File: src/rtl/pt_walker_pkg.sv
package pt_walker_pkg;
  typedef enum logic [1:0] {
    ST_IDLE = 2'd0,
    ST_RD1  = 2'd1,
    ST_RD2  = 2'd2
  } walk_st_e;
endpackage

File: src/rtl/pt_addr_gen.sv
module pt_addr_gen #(
  parameter int ADDR_W = 32,
  parameter int OFF_W  = 12,
  parameter int IDX_W  = 10,
  parameter int PTE_SH = 2
) (
  input  logic [ADDR_W-1:0]       va_i,
  input  logic [ADDR_W-1:0]       root_i,
  input  logic [ADDR_W-OFF_W-1:0] l2_base_i,
  input  logic                    sel_l2_i,
  output logic [ADDR_W-1:0]       addr_o
);
  logic [IDX_W-1:0]  l1_idx, l2_idx;
  logic [ADDR_W-1:0] l1_addr, l2_addr;

  assign l1_idx  = va_i[ADDR_W-1 -: IDX_W];
  assign l2_idx  = va_i[OFF_W +: IDX_W];
  assign l1_addr = root_i + (ADDR_W'(l1_idx) << PTE_SH);
  assign l2_addr = {l2_base_i, {OFF_W{1'b0}}} + (ADDR_W'(l2_idx) << PTE_SH);
  assign addr_o  = sel_l2_i ? l2_addr : l1_addr;
endmodule

File: src/rtl/pt_walk_ctrl.sv
module pt_walk_ctrl
  import pt_walker_pkg::*;
#(
  parameter int ADDR_W = 32,
  parameter int OFF_W  = 12
) (
  input  logic                    clk_i,
  input  logic                    rst_ni,
  input  logic                    start_i,
  input  logic [ADDR_W-1:0]       va_i,
  input  logic [ADDR_W-1:0]       root_i,
  input  logic                    mem_rvalid_i,
  input  logic [ADDR_W-1:0]       mem_rdata_i,
  output logic [ADDR_W-1:0]       va_o,
  output logic [ADDR_W-1:0]       root_o,
  output logic [ADDR_W-OFF_W-1:0] l2_base_o,
  output logic                    sel_l2_o,
  output logic                    mem_req_o,
  output logic                    busy_o,
  output logic                    done_o,
  output logic                    fault_o,
  output logic                    fault_l1_o,
  output logic [ADDR_W-1:0]       pa_o
);
  walk_st_e                st_q;
  logic [ADDR_W-1:0]       va_q, root_q, pa_q;
  logic [ADDR_W-OFF_W-1:0] base_q;
  logic                    done_q, fault_q, fl1_q;
  logic                    pte_valid;
  logic                    rdata_unused;

  assign pte_valid    = mem_rdata_i[0];
  assign rdata_unused = ^mem_rdata_i[OFF_W-1:1];

  always_ff @(posedge clk_i or negedge rst_ni) begin
    if (!rst_ni) begin
      st_q    <= ST_IDLE;
      va_q    <= '0;
      root_q  <= '0;
      base_q  <= '0;
      pa_q    <= '0;
      done_q  <= 1'b0;
      fault_q <= 1'b0;
      fl1_q   <= 1'b0;
    end else begin
      done_q <= 1'b0;
      unique case (st_q)
        ST_IDLE: if (start_i) begin
          va_q   <= va_i;
          root_q <= root_i;
          st_q   <= ST_RD1;
        end
        ST_RD1: if (mem_rvalid_i) begin
          if (pte_valid) begin
            base_q <= mem_rdata_i[ADDR_W-1:OFF_W];
            st_q   <= ST_RD2;
          end else begin
            // null first-level entry: region unmapped, stop here
            st_q    <= ST_IDLE;
            done_q  <= 1'b1;
            fault_q <= 1'b1;
            fl1_q   <= 1'b1;
          end
        end
        ST_RD2: if (mem_rvalid_i) begin
          st_q    <= ST_IDLE;
          done_q  <= 1'b1;
          fault_q <= ~pte_valid;
          fl1_q   <= 1'b0;
          pa_q    <= {mem_rdata_i[ADDR_W-1:OFF_W], va_q[OFF_W-1:0]};
        end
        default: st_q <= ST_IDLE;
      endcase
    end
  end

  assign va_o       = va_q;
  assign root_o     = root_q;
  assign l2_base_o  = base_q;
  assign sel_l2_o   = (st_q == ST_RD2);
  assign mem_req_o  = (st_q == ST_RD1) || (st_q == ST_RD2);
  assign busy_o     = (st_q != ST_IDLE);
  assign done_o     = done_q;
  assign fault_o    = fault_q;
  assign fault_l1_o = fl1_q;
  assign pa_o       = pa_q;
endmodule

File: src/rtl/pt_walker.sv
module pt_walker #(
  parameter int ADDR_W = 32,
  parameter int OFF_W  = 12,
  parameter int IDX_W  = 10
) (
  input  logic              clk_i,
  input  logic              rst_ni,
  input  logic              start_i,
  input  logic [ADDR_W-1:0] va_i,
  input  logic [ADDR_W-1:0] root_i,
  output logic              busy_o,
  output logic              done_o,
  output logic              fault_o,
  output logic              fault_l1_o,
  output logic [ADDR_W-1:0] pa_o,
  output logic              mem_req_o,
  output logic [ADDR_W-1:0] mem_addr_o,
  input  logic              mem_rvalid_i,
  input  logic [ADDR_W-1:0] mem_rdata_i
);
  localparam int VPN_W  = ADDR_W - OFF_W;
  localparam int PTE_SH = 2;

  logic [ADDR_W-1:0] va_q, root_q;
  logic [VPN_W-1:0]  l2_base;
  logic              sel_l2;

  pt_walk_ctrl #(.ADDR_W(ADDR_W), .OFF_W(OFF_W)) u_ctrl (
    .clk_i       (clk_i),
    .rst_ni      (rst_ni),
    .start_i     (start_i),
    .va_i        (va_i),
    .root_i      (root_i),
    .mem_rvalid_i(mem_rvalid_i),
    .mem_rdata_i (mem_rdata_i),
    .va_o        (va_q),
    .root_o      (root_q),
    .l2_base_o   (l2_base),
    .sel_l2_o    (sel_l2),
    .mem_req_o   (mem_req_o),
    .busy_o      (busy_o),
    .done_o      (done_o),
    .fault_o     (fault_o),
    .fault_l1_o  (fault_l1_o),
    .pa_o        (pa_o)
  );

  pt_addr_gen #(.ADDR_W(ADDR_W), .OFF_W(OFF_W), .IDX_W(IDX_W), .PTE_SH(PTE_SH)) u_addr (
    .va_i     (va_q),
    .root_i   (root_q),
    .l2_base_i(l2_base),
    .sel_l2_i (sel_l2),
    .addr_o   (mem_addr_o)
  );
endmodule

File: config.mk
export PLATFORM = sky130hd
export DESIGN_NAME = pt_walker
export DESIGN_NICKNAME = d
export VERILOG_FILES = /design/src/rtl/pt_walker_pkg.sv /design/src/rtl/pt_addr_gen.sv /design/src/rtl/pt_walk_ctrl.sv /design/src/rtl/pt_walker.sv
export SDC_FILE = /design/constraint.sdc
export NUM_CORES = 1
export LEC_CHECK = 0
export BUFFER_PORTS_ARGS = -buffer_cell sky130_fd_sc_hd__buf_2
export CAP_MARGIN = 20
export CORE_MARGIN = 2
export CORE_UTILIZATION = 40
export CTS_CLUSTER_SIZE = 10
export DETAILED_ROUTE_END_ITERATION = 6
export PLACE_DENSITY = 0.64
export SETUP_SLACK_MARGIN = 0.5
export SKIP_CTS_REPAIR_TIMING = 1
export SKIP_LAST_GASP = 1
export SLEW_MARGIN = 10
export SYNTH_ARGS = -nofsm -noshare
export SYNTH_HDL_FRONTEND = slang
export SYNTH_SLANG_ARGS = --single-unit
File: constraint.sdc
create_clock -name clk_i -period 2.9 [get_ports clk_i]
set_input_delay 0.58 -clock clk_i [delete_from_list [all_inputs] [get_ports clk_i]]
set_output_delay 0.58 -clock clk_i [all_outputs]
set_load 0.02 [all_outputs]
==> metrics.md, run 1 <==
| Metric | Value |
|---|---|
| CTS Buf Count | `17` |
| Reg2Reg Depth | `6` |
| Vias per std cell | `between 5 and 6` |
| Post-synth EDFFs | `0` |
| Fmax | `about 300 MHz` |
| Leakage dissipation | `3.61 nW` |
| Max_slew headroom | `63.6%` |
| GRT Residual Overflow | `0` |
| CP endpoint | `mem_addr_o[28]` |
| ANT nets after route | `0` |
| Worst setup startpoint | `u_ctrl.root_o[5]` |
| WL final | `around 15000 um` |
| Average wire per standard cell | `approximately 17 um` |
| Flop2flop setup slack | `about 1100 ps` |
| Cell Area, Synth | `5790 um^2` |
| Die area | `15500 um^2` |
| Worst-path clk slew | `50 ps` |
| Placed insts | `803` |
| RSZ-0062 raised after global routing | `true` |
| PnR worst setup slack | `-453 ps` |
| Critical R2R Launch | `u_ctrl.st_q[0]` |
| Synthesized flop and latch total | `121` |
| First-pass GRT wire length | `between 20000 and 25000 um` |
| PwrDens | `1490 nW/um^2` |
| Nets | `around 770` |
| Setup TNS | `-7070 ps` |
| I/O Pins | `169` |
| Final std cells w/o fill | `between 800 and 900` |
| Share of the synthesized area in the top cell type | `52.3%` |
| Fin. Hold Viols | `0` |
| Synthesized Nets | `584` |
| First-pass DRT Iterations | `5` |
| CTS Buffer Depth | `2` |
| YS warnings | `0` |
| Clock latency on the worst-skew pair | `between 400 and 500 ps` |
| Chip width | `124 um` |
| Least-Margin Pin Slew | `546 ps` |
| Worst endpoint data arrival time | `2770 ps` |
| CTS sink cnt | `between 100 and 150` |
| CTS tree | `yes` |
| Crit-path max FO | `13` |
| Crit Path Category | `reg2out` |
| Share of cells above drive strength 1 | `about 60%` |
| Vias in the first global route | `approximately 4600` |
| # rows | `43` |
| Worst EP required | `approximately 2300 ps` |
| Detailed placer's ending HPWL | `10200 um` |
| FF-to-FF End | `u_ctrl.pa_o[6]` |
| Design area | `slightly above 8000 um^2` |
| Syn_area_per_cell | `12.3 um^2` |
| Setup Skew | `between 6 and 7 ps` |
| Critical Path End Type | `output pin` |
| Ys async rst share | `between 90% and 100%` |
| Status | `complete, but fails checks` |
| DRC | `0` |
| Final Cycle Share | `116%` |
| Placer congestion estimate | `0.824` |
| P&R area growth vs syn | `42.1%` |
| CP startpoint kind | `register` |
| Failing checks | `setup timing` |
| Largest area contributor in the netlist | `dfrtp_1` |
| Top cells by area, synth | `dfrtp_1 (52%), mux2_2 (23%), ha_1 (2.8%)` |
| Tot GR Track Use | `between 10% and 20%` |
| Hold Crit Class | `in2async` |
| Starting DRC count in detailed routing | `208` |
| Period minus WS final | `roughly 3400 ps` |
| Largest net degree at the start of global routing | `58` |
| Max-cap violations | `0` |
| H-tree Lvls | `4` |
| Slew Viols, Final | `0` |
| Initial antenna violation count | `0` |
| Synthesized instance count | `470` |
| Final core utilization | `58.8%` |
| # port buffers | `157` |
| Clock root cell | `clkbuf_16` |
| Core ar. | `14000 um^2` |
| Total power | `12.3 mW` |
| Fillers | `1174` |
| Number of distinct library cells after synthesis | `48` |
| Max VDD drop | `1.10 mV` |
| Sequential cell area fraction in the yosys report | `52.3%` |
| Die Ht | `about 120 um` |
| Vias after detailed routing | `4514` |
| Endpoints failing setup | `23` |
| Primary FF master, synth | `dfrtp_1` |
| Post-DP Area | `7230 um^2` |
| Initial Util | `about 41%` |
registers in the layout, summed over array words and instances (netlist names):
signal / flops
u_ctrl.pa_o: 32
u_ctrl.root_o: 32
u_ctrl.fault_o: 1
u_ctrl.l2_base_o: 20
u_ctrl.st_q: 2
u_ctrl.va_o: 32
u_ctrl.done_o: 1
u_ctrl.fault_l1_o: 1
worst max-delay path, cell delays in order (launching register included):
cell	delay, ps
dfrtp_1	400
ha_4	310
nand4_1	170
o221ai_4	260
a211oi_4	100
buf_12	150
or4_1	510
a31oi_2	230
buf_2	200
cells in the final DEF, fill, tap and decap left out, types with 3 or more instances in the layout:
cell,Yosys,final
buf_2,2,135
buf_4,0,31
o21ai_2,0,3
o31ai_1,12,12
clkinvlp_4,0,4
o21ai_0,18,8
nand4_1,3,3
nor3_1,3,3
nor2b_1,4,4
nand2b_1,5,5
buf_6,1,10
a21oi_1,9,6
mux2_2,118,117
ha_1,13,3
a21oi_4,0,3
a31oi_4,0,7
clkbuf_8,0,5
nand3_1,10,9
or3_1,6,4
clkbuf_16,0,19
buf_12,0,6
and3_1,3,3
a211oi_4,0,3
nor2_1,21,21
nand2_1,22,21
or4_1,11,6
or4_4,0,5
inv_1,8,6
a21o_1,4,4
dfrtp_1,121,121
ha_4,0,10
clkinv_2,0,3
o21ai_1,2,9
a31oi_2,0,10
how the worst min path moves through the flow:
stage                                    to  depth (start not counted)
after global routing      u_ctrl.fault_l1_o                          1
after global placement       u_ctrl.pa_o[6]                          1
after CTS                 u_ctrl.fault_l1_o                          1
after detailed placement    u_ctrl.pa_o[15]                          1
final                        u_ctrl.fault_o                          1
after floorplan               u_ctrl.done_o                          0
stage by stage:
stage	worst slack, ps	hold WS (ps)
2_1_floorplan	150	284
3_3_place_gp	-21.7	479
3_5_place_dp	-51.1	487
4_1_cts	-510	164
5_1_grt	-579	186
6_report	-453	139
Yosys cell counts (3+ instances only):
cell / number
or3_1: 6
nor2b_1: 4
nand2_1: 22
nor3_1: 3
mux2_2: 118
o31ai_1: 12
nand2b_1: 5
dfrtp_1: 121
and3_1: 3
a211oi_1: 5
a21o_1: 4
a21oi_1: 9
a31oi_1: 17
ha_1: 13
o21ai_0: 18
buf_1: 5
xnor2_1: 3
nor2_1: 21
nand3_1: 10
inv_1: 8
nand4_1: 3
or4_1: 11
clkbuf_1: 15
report_power, final:
group	total [mW]	leakage, nW	internal [mW]	switching [mW]
sequential	3.16	1.44	2.54	0.621
combinational	6.96	1.87	3.47	3.48
clock	2.13	0.291	1.37	0.757
total	12.3	3.61	7.39	4.86
metal layers:
metal	wire length, um	track usage [%]
met3	989	7.17
met5	0	0
met2	7000	30.0
met1	6530	23.8
met4	214	6.41
area by class of cell:
| type | count | area [um^2] | area share [%] |
|---|---|---|---|
| repair buffers | 186 | 1210 | 14.8 |
| clock buffers | 22 | 494 | 6.01 |
| clock inverters | 10 | 114 | 1.38 |
| diodes | 1 | 2.50 | 0.0304 |
| multi-input cells | 318 | 3120 | 37.9 |
| well taps | 180 | 225 | 2.74 |
| flip-flops and latches | 121 | 3030 | 36.8 |
| inverters | 8 | 30.0 | 0.365 |
cell families after synthesis:
group / count (synthesis) / share of synthesized area (%)
AOI/OAI and AO/OA: 84 / 9.59
xor gates and xnor gates: 5 / 0.756
adders and majority gates: 14 / 3.15
buffers and inverters: 31 / 2.18
DFF: 121 / 52.3
muxes: 118 / 22.9
and+or+nand+nor: 97 / 9.08
(Power assumes the default switching activity.)
==> run 2: changes to the inputs <==
--- a/config.mk
+++ b/config.mk
@@ -9,8 +9,10 @@
 export CAP_MARGIN = 20
 export CORE_MARGIN = 2
 export CORE_UTILIZATION = 40
+export CTS_BUF_LIST = sky130_fd_sc_hd__clkbuf_8
 export CTS_CLUSTER_SIZE = 10
 export DETAILED_ROUTE_END_ITERATION = 6
+export GPL_TIMING_DRIVEN = 0
 export PLACE_DENSITY = 0.64
 export SETUP_SLACK_MARGIN = 0.5
 export SKIP_CTS_REPAIR_TIMING = 1
==> metrics.md, run 2 (same netlist as run 1, synthesis figures left out) <==
| Metric | Value |
|---|---|
| Worst endpoint data arrival time | `2900 ps (+130 ps)` |
| Setup TNS | `-8680 ps (-1610 ps)` |
| Placed insts | `808 (+0.62%)` |
| Combinational group share of total power | `60.5% (+3.7 points)` |
| First-pass GRT wire length | `23800 um (+2.6%)` |
| ANT nets after route | `0 (unchanged)` |
| Chip width | `124 um (unchanged)` |
| Hold Worst Slack | `25.9 ps (-113 ps)` |
| Nets | `785 (+2.5%)` |
| Commonest non-fill, non-tap cells in the layout | `buf_2 (132), dfrtp_1 (120), mux2_2 (116), buf_4 (37)` |
| H-tree Lvls | `4 (unchanged)` |
| Worst setup startpoint | `u_ctrl.root_o[8]` |
| Setup Skew | `10.6 ps (+3.98 ps)` |
| Max VDD drop | `1.18 mV (+7.3%)` |
| DRC | `0 (unchanged)` |
| Final std cells w/o fill | `864 (+2.1%)` |
| Crit-path slowest cell | `or4_1` |
| CP bufs+invs | `2 (unchanged)` |
| PwrDens | `1450 nW/um^2 (-2.7%)` |
| Initial Util | `41.4% (unchanged)` |
| Endpoints failing setup | `22 (-4.3%)` |
| Sequential Power Share | `27.2% (+1.4 points)` |
| # rows | `43 (unchanged)` |
| Crit-path max FO | `6 (-7)` |
| Area of the multi-input gates | `3140 um^2 (+0.68%)` |
| Commonest non-fill, non-tap cell in the layout | `buf_2` |
| Starting DRC count in detailed routing | `239 (+15%)` |
| Die Ht | `124 um (unchanged)` |
| CTS sink cnt | `121 (unchanged)` |
| Core ar. | `14000 um^2 (unchanged)` |
| Internal power | `6.79 mW (-8.1%)` |
| Leakage dissipation | `3.56 nW (-1.4%)` |
| Placer congestion estimate | `0.821 (-0.33%)` |
| Fmax | `287 MHz (-3.6%)` |
| Final Cycle Share | `120% (+4.4 points)` |
| Slew Viols, Final | `0 (unchanged)` |
| Critical R2R Launch | `u_ctrl.st_q[1]` |
| CTS Buffer Depth | `2 (unchanged)` |
| GRT Residual Overflow | `0 (unchanged)` |
| Least-Margin Pin Slew | `702 ps (+156 ps)` |
| Fillers | `1179 (+0.43%)` |
| CTS Buf Count | `17 (unchanged)` |
| CP Cell Sequence | `ha_4, nand4_1, o221ai_4, a211oi_4, buf_4, or4_1, a31oi_2, buf_4` |
| Period minus WS final | `3480 ps (+127 ps)` |
| Flop2flop setup slack | `720 ps (-360 ps)` |
| CP startpoint kind | `register` |
| Stages on worst setup path | `8 (unchanged)` |
| Clock root cell | `clkbuf_8` |
| Failing checks | `setup timing` |
| CP endpoint | `mem_addr_o[28]` |
| Reg2Reg Depth | `5 (-1)` |
| I/O Pins | `169 (unchanged)` |
| Cell mode on critical path | `buf_4` |
| Worst EP required | `2320 ps (about the same)` |
| PnR worst setup slack | `-580 ps (-127 ps)` |
| Net switching power | `4.92 mW (+1.1%)` |
| Slowest stage delay, CP | `520 ps (about the same)` |
| Critical Path End Type | `output pin` |
| Detailed placer's ending HPWL | `11000 um (+8.7%)` |
| Initial antenna violation count | `1 (+1)` |
| Dpl ws | `-276 ps (-225 ps)` |
| Clock Power Share | `12.2% (-5.2 points)` |
| Vias per std cell | `5.31 (-0.52%)` |
| Status | `complete, but fails checks` |
| WL final | `15500 um (+5.0%)` |
| Net Sw Frac | `42.0% (+2.3 points)` |
| Vias in the first global route | `4637 (-0.043%)` |
| Max-cap violations | `0 (unchanged)` |
| Largest net degree at the start of global routing | `92 (+59%)` |
| Die area | `15500 um^2 (unchanged)` |
| Share of cells above drive strength 1 | `59.4% (-0.11 points)` |
| Fin. Hold Viols | `0 (unchanged)` |
| Max_slew headroom | `53.2% (-10 points)` |
| # port buffers | `157 (unchanged)` |
| Worst-path clk slew | `70 ps (+20 ps)` |
| First-pass DRT Iterations | `4 (-1)` |
| Tot GR Track Use | `19.5% (+0.57 points)` |
| Vias after detailed routing | `4586 (+1.6%)` |
| RSZ-0062 raised after global routing | `true` |
| Crit Path Category | `reg2out` |
| Seq. cell area | `3030 um^2 (about the same)` |
| CTS tree | `yes` |
| FF-to-FF End | `u_ctrl.root_o[11]` |
| Average wire per standard cell | `17.9 um (+2.8%)` |
| P&R area growth vs syn | `39.6%` |
| Cell family with most CP delay | `simple AND/OR/NAND/NOR gates` |
| Hold Crit Class | `in2async` |
| Clock latency on the worst-skew pair | `430 ps (about the same)` |
run 2: cell count changes in the layout (fill, tap and decap cells not counted), moves of 3 or more:
cell,before,now
buf_12,6,1
buf_2,135,132
buf_1,0,3
buf_4,31,37
clkbuf_1,0,10
buf_6,10,13
clkinvlp_4,4,1
o31ai_1,12,8
clkbuf_16,19,1
o31ai_2,0,3
clkbuf_8,5,22
run 2: how the worst min path moves through the flow:
stage	startpoint	to	slack (ps)	cells past startpoint
2_1_floorplan	rst_ni	u_ctrl.done_o	280	0
3_3_place_gp	u_ctrl.root_o[1]	u_ctrl.root_o[1]	480	1
3_5_place_dp	rst_ni	u_ctrl.done_o	480	1
4_1_cts	rst_ni	u_ctrl.done_o	10	1
5_1_grt	rst_ni	u_ctrl.l2_base_o[11]	20	1
6_report	rst_ni	u_ctrl.done_o	30	1
run 2: routing by layer:
layer  part of all wire [%]  track usage (%)  up-vias
li1                       -                -     2137
met1                     44             24.7     2285
met2                     48             31.5      149
met3                    6.5             6.87       15
met4                    1.1             5.55        0
met5                      0                0        -
run 2: metrics by stage:
step / instance area, um^2 / power (mW) / utilization (%)
after detailed placement: 7160 / 8.91 / 51.2
final: 8080 / 11.7 / 57.8
after global routing: 8080 / 12.4 / 57.8
after global placement: 7130 / 8.76 / 51.0
after CTS: 7540 / 10.4 / 53.9
after floorplan: 6120 / 7.19 / -
run 2: area by class of cell:
cell class	count	share of cell area, %
buffer	23	1.90
inverter	8	0.372
multi-input combinational	318	38.9
timing repair buffer	182	13.9
tap	180	2.79
antenna	1	0.0310
clock inverter	9	0.913
clock buffer	22	3.75
sequential	121	37.5
run 2: power groups by stage:
stage               Combinational [mW]  Sequential, mW  Clock (mW)
detailed placement                5.72            3.18           0
global placement                  5.62            3.14           0
global route                      7.52            3.30        1.55
finish                            7.08            3.19        1.43
CTS                               5.75            3.16        1.46
floorplan                         3.87            3.32           0
